**config.mk**
```make
export PLATFORM = sky130hd
export DESIGN_NAME = sbu_uart
export DESIGN_NICKNAME = d
export VERILOG_FILES = /design/src/rtl/sbu_pkg.sv /design/src/rtl/sbu_tx.sv /design/src/rtl/sbu_rx.sv /design/src/rtl/sbu_regs.sv /design/src/rtl/sbu_uart.sv
export SDC_FILE = /design/constraint.sdc
export NUM_CORES = 1
export LEC_CHECK = 0
export BUFFER_PORTS_ARGS = -buffer_cell sky130_fd_sc_hd__buf_2
export CORE_ASPECT_RATIO = 0.5
export CORE_MARGIN = 8
export CORE_UTILIZATION = 45
export CTS_BUF_LIST = sky130_fd_sc_hd__clkbuf_4
export CTS_CLUSTER_DIAMETER = 60
export DETAILED_ROUTE_END_ITERATION = 10
export HOLD_SLACK_MARGIN = 0.08
export SLEW_MARGIN = 20
export SYNTH_ARGS = -nofsm -noshare
export SYNTH_HDL_FRONTEND = slang
export SYNTH_SLANG_ARGS = --single-unit
export TNS_END_PERCENT = 1
```
**constraint.sdc**
```tcl
create_clock -name clk -period 8.57 [get_ports clk]
set_clock_uncertainty 0.15 [all_clocks]
set_input_delay 0.857 -clock clk [delete_from_list [all_inputs] [get_ports clk]]
set_output_delay 0.857 -clock clk [all_outputs]
set_load 0.03 [all_outputs]
```
**src/rtl/sbu_pkg.sv**
```systemverilog
package sbu_pkg;
  localparam int BUS_W = 32;
  localparam int FRAME_BITS = 10;
  localparam int NUM_IRQ = 4;

  localparam logic [2:0] REG_DATA = 3'd0;
  localparam logic [2:0] REG_STAT = 3'd1;
  localparam logic [2:0] REG_CTRL = 3'd2;
  localparam logic [2:0] REG_INT  = 3'd3;
  localparam logic [2:0] REG_DIV  = 3'd4;

  localparam int CTL_TX_EN = 0;
  localparam int CTL_RX_EN = 1;
  localparam int CTL_IE_LO = 2;

  typedef enum logic [1:0] {
    RX_IDLE, RX_START, RX_DATA, RX_STOP
  } rx_state_t;
endpackage

```
**src/rtl/sbu_tx.sv**
```systemverilog
module sbu_tx
  import sbu_pkg::*;
#(
  parameter int DIV_W = 21
) (
  input  logic             clk,
  input  logic             rst_n,
  input  logic [DIV_W-1:0] div,
  input  logic             en,
  input  logic             in_valid,
  output logic             in_ready,
  input  logic [7:0]       in_data,
  output logic             txd
);
  localparam int NB_W = $clog2(FRAME_BITS + 1);

  logic                  busy;
  logic [DIV_W-1:0]      cnt;
  logic [NB_W-1:0]       nbit;
  logic [FRAME_BITS-1:0] sh;

  assign in_ready = en && !busy;
  assign txd      = sh[0];

  always_ff @(posedge clk or negedge rst_n) begin
    if (!rst_n) begin
      busy <= 1'b0;
      cnt  <= '0;
      nbit <= '0;
      sh   <= '1;
    end else if (!busy) begin
      if (in_valid && in_ready) begin
        busy <= 1'b1;
        sh   <= {1'b1, in_data, 1'b0};
        cnt  <= '0;
        nbit <= '0;
      end
    end else if (cnt == div - 1'b1) begin
      cnt  <= '0;
      sh   <= {1'b1, sh[FRAME_BITS-1:1]};
      nbit <= nbit + 1'b1;
      if (nbit == NB_W'(FRAME_BITS - 1)) busy <= 1'b0;
    end else begin
      cnt <= cnt + 1'b1;
    end
  end

  // a handshake puts the start bit on the pin on the next cycle
  p_start_bit_r3: assert property (@(posedge clk) disable iff (!rst_n)
    (in_valid && in_ready) |=> !txd);
endmodule

```
**src/rtl/sbu_rx.sv**
```systemverilog
module sbu_rx
  import sbu_pkg::*;
#(
  parameter int DIV_W = 21
) (
  input  logic             clk,
  input  logic             rst_n,
  input  logic [DIV_W-1:0] div,
  input  logic             en,
  input  logic             rxd,
  output logic             out_valid,
  output logic [7:0]       out_data
);
  logic             s1, s2;
  rx_state_t        st;
  logic [DIV_W-1:0] cnt;
  logic [2:0]       nbit;
  logic [7:0]       sh;
  logic [DIV_W-1:0] half;

  assign half      = div >> 1;
  assign out_data  = sh;
  assign out_valid = en && (st == RX_STOP) && (cnt == div - 1'b1) && s2;

  always_ff @(posedge clk or negedge rst_n) begin
    if (!rst_n) begin
      s1 <= 1'b1;
      s2 <= 1'b1;
    end else begin
      s1 <= rxd;
      s2 <= s1;
    end
  end

  always_ff @(posedge clk or negedge rst_n) begin
    if (!rst_n) begin
      st   <= RX_IDLE;
      cnt  <= '0;
      nbit <= '0;
      sh   <= '0;
    end else if (!en) begin
      st  <= RX_IDLE;
      cnt <= '0;
    end else begin
      unique case (st)
        RX_IDLE: if (!s2) begin
          st  <= RX_START;
          cnt <= '0;
        end
        RX_START: if (cnt == half - 1'b1) begin
          cnt  <= '0;
          nbit <= '0;
          st   <= s2 ? RX_IDLE : RX_DATA;
        end else cnt <= cnt + 1'b1;
        RX_DATA: if (cnt == div - 1'b1) begin
          cnt  <= '0;
          sh   <= {s2, sh[7:1]};
          nbit <= nbit + 1'b1;
          if (nbit == 3'd7) st <= RX_STOP;
        end else cnt <= cnt + 1'b1;
        RX_STOP: if (cnt == div - 1'b1) begin
          cnt <= '0;
          st  <= RX_IDLE;
        end else cnt <= cnt + 1'b1;
        default: st <= RX_IDLE;
      endcase
    end
  end

  // each completed frame yields a single-cycle byte strobe
  p_single_strobe_r5: assert property (@(posedge clk) disable iff (!rst_n)
    out_valid |=> !out_valid);
endmodule

```
**src/rtl/sbu_regs.sv**
```systemverilog
module sbu_regs
  import sbu_pkg::*;
#(
  parameter int          ADDR_W  = 12,
  parameter int          DIV_W   = 21,
  parameter int unsigned DIV_RST = 16
) (
  input  logic              clk,
  input  logic              rst_n,
  input  logic              bus_sel,
  input  logic              bus_wr,
  input  logic [ADDR_W-1:0] bus_addr,
  input  logic [BUS_W-1:0]  bus_wdata,
  output logic [BUS_W-1:0]  bus_rdata,
  output logic              tx_valid,
  input  logic              tx_ready,
  output logic [7:0]        tx_data,
  output logic              tx_en,
  input  logic              rx_valid,
  input  logic [7:0]        rx_data,
  output logic              rx_en,
  output logic [DIV_W-1:0]  div,
  output logic              irq_tx,
  output logic              irq_rx,
  output logic              irq_ovr,
  output logic              irq_any
);
  localparam int CTRL_W = CTL_IE_LO + NUM_IRQ;

  logic [2:0]         idx;
  logic               in_map, wr_en, rd_en;
  logic               wr_data_reg, rd_data_reg;
  logic               tx_full, rx_full;
  logic [7:0]         tx_buf, rx_buf;
  logic [1:0]         st_ovr;
  logic [CTRL_W-1:0]  ctrl_q;
  logic [NUM_IRQ-1:0] int_q, ev, clr, pend;
  logic               tx_take, tx_accept, tx_ovr_ev, rx_store, rx_ovr_ev;
  logic               unused_bits;

  assign idx         = bus_addr[4:2];
  assign in_map      = (bus_addr[ADDR_W-1:5] == '0) && (idx <= REG_DIV);
  assign wr_en       = bus_sel && bus_wr && in_map;
  assign rd_en       = bus_sel && !bus_wr && in_map;
  assign wr_data_reg = wr_en && (idx == REG_DATA);
  assign rd_data_reg = rd_en && (idx == REG_DATA);
  assign unused_bits = ^{bus_addr[1:0], bus_wdata[BUS_W-1:DIV_W]};

  // TX holding buffer: the write is accepted if the buffer empties this cycle
  assign tx_take   = tx_full && tx_ready;
  assign tx_accept = wr_data_reg && (!tx_full || tx_take);
  assign tx_ovr_ev = wr_data_reg && tx_full && !tx_take;
  // RX buffer: a read in the completion cycle makes room for the new byte
  assign rx_store  = rx_valid && (!rx_full || rd_data_reg);
  assign rx_ovr_ev = rx_valid && rx_full && !rd_data_reg;

  assign tx_valid = tx_full;
  assign tx_data  = tx_buf;
  assign tx_en    = ctrl_q[CTL_TX_EN];
  assign rx_en    = ctrl_q[CTL_RX_EN];

  always_ff @(posedge clk or negedge rst_n) begin
    if (!rst_n) begin
      tx_full <= 1'b0;
      tx_buf  <= '0;
      rx_full <= 1'b0;
      rx_buf  <= '0;
      ctrl_q  <= '0;
      div     <= DIV_W'(DIV_RST);
    end else begin
      if (tx_accept) begin
        tx_full <= 1'b1;
        tx_buf  <= bus_wdata[7:0];
      end else if (tx_take) begin
        tx_full <= 1'b0;
      end
      if (rx_store) begin
        rx_full <= 1'b1;
        rx_buf  <= rx_data;
      end else if (rd_data_reg) begin
        rx_full <= 1'b0;
      end
      if (wr_en && idx == REG_CTRL) ctrl_q <= bus_wdata[CTRL_W-1:0];
      if (wr_en && idx == REG_DIV)  div    <= bus_wdata[DIV_W-1:0];
    end
  end

  // Sticky overrun flags in STATE, cleared by writing 1
  always_ff @(posedge clk or negedge rst_n) begin
    if (!rst_n) st_ovr <= '0;
    else st_ovr <= (st_ovr & ~((wr_en && idx == REG_STAT) ? bus_wdata[3:2] : 2'b00))
                   | {rx_ovr_ev, tx_ovr_ev};
  end

  // Interrupt bits: bit order tx, rx, tx overrun, rx overrun
  assign ev  = {rx_ovr_ev, tx_ovr_ev, rx_store, tx_take};
  assign clr = (wr_en && idx == REG_INT) ? bus_wdata[NUM_IRQ-1:0] : '0;

  for (genvar g = 0; g < NUM_IRQ; g++) begin : g_irq
    always_ff @(posedge clk or negedge rst_n) begin
      if (!rst_n)      int_q[g] <= 1'b0;
      else if (ev[g])  int_q[g] <= 1'b1;
      else if (clr[g]) int_q[g] <= 1'b0;
    end
    assign pend[g] = int_q[g] && ctrl_q[CTL_IE_LO + g];
  end

  assign irq_tx  = pend[0];
  assign irq_rx  = pend[1];
  assign irq_ovr = pend[2] || pend[3];
  assign irq_any = |pend;

  always_comb begin
    bus_rdata = '0;
    if (rd_en) begin
      unique case (idx)
        REG_DATA: bus_rdata[7:0]        = rx_buf;
        REG_STAT: bus_rdata[3:0]        = {st_ovr, rx_full, tx_full};
        REG_CTRL: bus_rdata[CTRL_W-1:0] = ctrl_q;
        REG_INT:  bus_rdata[NUM_IRQ-1:0] = int_q;
        REG_DIV:  bus_rdata[DIV_W-1:0]  = div;
        default:  bus_rdata = '0;
      endcase
    end
  end

  // a write into a full holding buffer flags overrun and keeps the old byte
  p_tx_overrun_r2: assert property (@(posedge clk) disable iff (!rst_n)
    (wr_data_reg && tx_full && !tx_ready) |=> (st_ovr[0] && int_q[2] && $stable(tx_buf)));
  // the handoff to the shifter empties the buffer and raises the tx bit
  p_handoff_r4: assert property (@(posedge clk) disable iff (!rst_n)
    (tx_full && tx_ready && !wr_data_reg) |=> (!tx_full && int_q[0]));
  // a byte arriving into a full buffer is dropped and flagged
  p_rx_overrun_r7: assert property (@(posedge clk) disable iff (!rst_n)
    (rx_valid && rx_full && !rd_data_reg) |=> (st_ovr[1] && $stable(rx_buf)));
  // write-one clears the rx interrupt bit when no new byte lands
  p_w1c_r8: assert property (@(posedge clk) disable iff (!rst_n)
    (wr_en && idx == REG_INT && bus_wdata[1] && !rx_valid) |=> !int_q[1]);
endmodule

```
**src/rtl/sbu_uart.sv**
```systemverilog
module sbu_uart
  import sbu_pkg::*;
#(
  parameter int          ADDR_W  = 12,
  parameter int          DIV_W   = 21,
  parameter int unsigned DIV_RST = 16
) (
  input  logic              clk,
  input  logic              rst_n,
  input  logic              bus_sel,
  input  logic              bus_wr,
  input  logic [ADDR_W-1:0] bus_addr,
  input  logic [31:0]       bus_wdata,
  output logic [31:0]       bus_rdata,
  input  logic              ser_rxd,
  output logic              ser_txd,
  output logic              irq_tx,
  output logic              irq_rx,
  output logic              irq_ovr,
  output logic              irq_any
);
  logic             tx_valid, tx_ready, tx_en, rx_valid, rx_en;
  logic [7:0]       tx_data, rx_data;
  logic [DIV_W-1:0] div;

  sbu_regs #(.ADDR_W(ADDR_W), .DIV_W(DIV_W), .DIV_RST(DIV_RST)) u_regs (
    .clk(clk), .rst_n(rst_n),
    .bus_sel(bus_sel), .bus_wr(bus_wr), .bus_addr(bus_addr),
    .bus_wdata(bus_wdata), .bus_rdata(bus_rdata),
    .tx_valid(tx_valid), .tx_ready(tx_ready), .tx_data(tx_data), .tx_en(tx_en),
    .rx_valid(rx_valid), .rx_data(rx_data), .rx_en(rx_en), .div(div),
    .irq_tx(irq_tx), .irq_rx(irq_rx), .irq_ovr(irq_ovr), .irq_any(irq_any)
  );

  sbu_tx #(.DIV_W(DIV_W)) u_tx (
    .clk(clk), .rst_n(rst_n), .div(div), .en(tx_en),
    .in_valid(tx_valid), .in_ready(tx_ready), .in_data(tx_data), .txd(ser_txd)
  );

  sbu_rx #(.DIV_W(DIV_W)) u_rx (
    .clk(clk), .rst_n(rst_n), .div(div), .en(rx_en), .rxd(ser_rxd),
    .out_valid(rx_valid), .out_data(rx_data)
  );
endmodule

```
==> results by group <==
Die
  – Die H: 111.3 um
  – IO Count: 86
  – Total die area: 22980 um^2
  – Die X-Extent: 206.5 um
  – Site row count: 34
  – Initial Utilization: a little under half
  – Core Area: 17570 um^2

Timing
  – Clock period minus worst slack: 4705 ps
  – Least-Margin Pin Slew: between 900 and 1000 ps
  – Max-slew headroom: 36.92%
  – Slew Limit Fails: 0
  – Setup violators final: 0
  – Setup WS post-layout: around 3900 ps
  – Final worst-path cycle share: 54.90%
  – Number of hold violations in the final report: 0
  – Setup TNS: 0 ps
  – Fmax: 212.5 MHz
  – RSZ-0062 raised after global routing: no

Routing
  – Routed len/inst: 18.88 um
  – Final ANT Viol Nets: 0
  – Total wire length: 21.73 mm
  – Iter 0 DRT Violations: 539
  – Vias per cell: between 5 and 6
  – Drc violations: 0
  – DRT Pass-1 Iters: 5
  – Routed vias: a little under 7000

Run status
  – Status: finished, final reports clean

Synthesis
  – Gate Count Post-Synth: 884
  – Asr flop ratio synth: 100.0%
  – Distinct cells, synth: 69
  – Register area share after synthesis: 37.56%
  – Ys flop type: dfrtp_1
  – Synth warnings: 0
  – Number of synthesized flops with an enable pin: 0
  – Syn Area/Cell: 9.241 um^2
  – Synthesized cell area: 8169 um^2
  – Seq cells post-synth: 122

Global route
  – Total grt overflow: 0
  – Initial antenna violation count: 1
  – Total track usage: about a fifth
  – Number of global-route vias before repair: 6520
  – First-pass GRT wire length: 35.49 mm
  – Pin count of the biggest net entering global routing: 75

Clock tree
  – Clk buf depth: 2
  – Root buf cell: clkbuf_4
  – Clock-pin slew on the worst setup and hold paths: 150 ps
  – Clk sinks: 122
  – CTS tree: done
  – Post-CTS setup buffers: 0
  – Worst-Skew Late Latency: 580 ps
  – CTS HTree Levels: 4
  – Cts repair resizes: 0
  – TritonCTS Buffers: 17
  – Hold_buf cts: 0

Finish
  – Share of layout cells above drive strength 1: approximately 21%
  – Most frequent cells in the layout: dfrtp_1, nand2_1, buf_2, nor2_1, mux2_2
  – Area growth, synth to finish: 8.010%
  – Final non-filler cell total: roughly 1200
  – Filler cell count: 1693
  – Nets: 965
  – Commonest non-fill, non-tap cell in the layout: dfrtp_1

Critical path
  – Kind of critical path: register to register
  – Crit path DAT: 5000 ps
  – Setup crit end kind: register
  – Reg2reg setup slack: around 3900 ps
  – Largest fanout on the critical path: 17
  – Setup crit start kind: register
  – Worst path required time: 8860 ps

Placement
  – Worst slack at placement: approximately 3900 ps
  – HPWL Detailed: 15.72 mm
  – Port bufs: 61
  – Placed Cells: 1118
  – GPL Wtd Cong: 0.9343

Min path
  – HP Class: input pin to asynchronous set/reset pin

Flow run
  – Max-cap viol count: 0

Pwr
  – Lkg Pwr: 4.001 nW
  – Maximum VDD drop: 0.06923 mV
  – Pwr Density: 144.4 nW/um^2
-- cell usage after synthesis (5+ instances only) --
cell / instances / area share, %
nor2b_1: 7 / 0.54
buf_2: 7 / 0.43
nand4_1: 14 / 1.1
a31oi_1: 17 / 1.3
a211oi_1: 13 / 1.2
nor4_1: 16 / 1.2
xor2_1: 35 / 3.8
and2_1: 23 / 1.8
mux2_2: 48 / 6.6
a22o_1: 7 / 0.75
buf_1: 7 / 0.32
nand2_1: 69 / 3.2
o21ai_0: 29 / 1.8
and3_1: 16 / 1.2
a21oi_1: 34 / 2.1
mux2i_1: 14 / 1.7
a41oi_1: 5 / 0.54
ha_1: 13 / 2.0
or2_2: 9 / 0.69
nor3_1: 19 / 1.2
nor2_1: 54 / 2.5
buf_4: 13 / 1.2
or4_1: 8 / 0.74
dfrtp_1: 110 / 34
clkbuf_1: 51 / 2.3
xnor2_1: 46 / 4.9
o22ai_1: 11 / 0.84
dfstp_2: 12 / 3.9
a21o_1: 14 / 1.3
nand2b_1: 27 / 2.1
xnor3_1: 5 / 1.4
or3_1: 7 / 0.54
inv_1: 21 / 0.96
nand3_1: 37 / 2.3
-- sequential cells by signal (all words and copies together) (netlist names), 3 cells and up --
name            count
u_regs.tx_data      8
u_rx.nbit           3
u_regs.int_q        4
u_tx.sh             9
u_rx.out_data       8
u_regs.rx_buf       8
u_regs.ctrl_q       6
u_tx.nbit           4
u_rx.cnt           21
u_regs.div         21
u_tx.cnt           21
-- layout make-up --
type	instances	area (um^2)	area share (%)
clock buffers	17	127.6	1.446
flip-flops and latches	122	3068	34.77
inverters	21	78.83	0.8934
multi-input cells	673	4717	53.46
clock inverters	15	176.4	1.999
diodes	1	2.502	0.02836
well taps	234	292.8	3.318
repair buffers	68	360.3	4.084
-- where the power goes --
group,internal [mW],switching (mW)
registers,0.593,0.0276
clock network,0.185,0.272
logic,0.0671,0.129
total,0.844,0.429
-- routing by layer --
metal | track usage (%) | share of wire [%] | vias to the layer above
met2 | 26.78 | 42 | 226
met5 | 0 | 0 | -
met3 | 3.821 | 6.6 | 19
met1 | 29.46 | 51 | 3341
met4 | 4.721 | 0.87 | 0
li1 | - | - | 3198
-- path summary, 6_finish.rpt --
path / startpoint / end / depth (start not counted)
setup / recovery: u_regs.div[1] / u_rx.cnt[18] / 11
hold / removal: rst_n / u_tx.nbit[0] / 1
setup reg to reg: u_regs.div[1] / u_rx.cnt[18] / 11
hold reg to reg: u_rx.s1 / u_rx.s2 / 0
max in group asynchronous: rst_n / u_regs.div[20] / 2
min in group clk: u_rx.s1 / u_rx.s2 / 0
-- critical path, stage by stage (launching register included) --
cell      delay [ps]
dfrtp_1          530
inv_1            180
ha_1             300
nor3b_1          710
nand4_1          340
xnor2_1          240
nor4b_1          390
nand4_1          280
o21ai_0          380
a21boi_4         530
nor2_1           240
a221o_1          330
-- kinds of logic (layout without fill, tap and decap cells) --
kind of cell             count (synthesis)  in the layout  synth area share (%)
AO/OA/AOI/OAI                          165            165                 13.78
multiplexers                            63             63                 8.608
buffers and inverters                   99            121                 5.253
adder cells (fa/ha/maj)                 13             13                 1.991
flip-flops                             122            122                 37.56
other                                    1             12               0.04590
XOR/XNOR                                86             86                 10.06
AND/OR/NAND/NOR                        335            335                 22.70
-- metrics by stage --
stage | utilization [%] | hold slack (ps) | power, mW | area [um^2]
3_5_place_dp | 48.48 | 202.9 | 0.8276 | 8517
4_1_cts | 50.21 | 129.0 | 1.287 | 8821
5_1_grt | 50.22 | 149.7 | 1.336 | 8823
6_report | 50.22 | 140.0 | 1.274 | 8823
3_3_place_gp | 48.48 | 200.2 | 0.8233 | 8517
2_1_floorplan | - | 195.2 | 0.7678 | 8207
No activity file was read; power rests on OpenSTA's default activity.
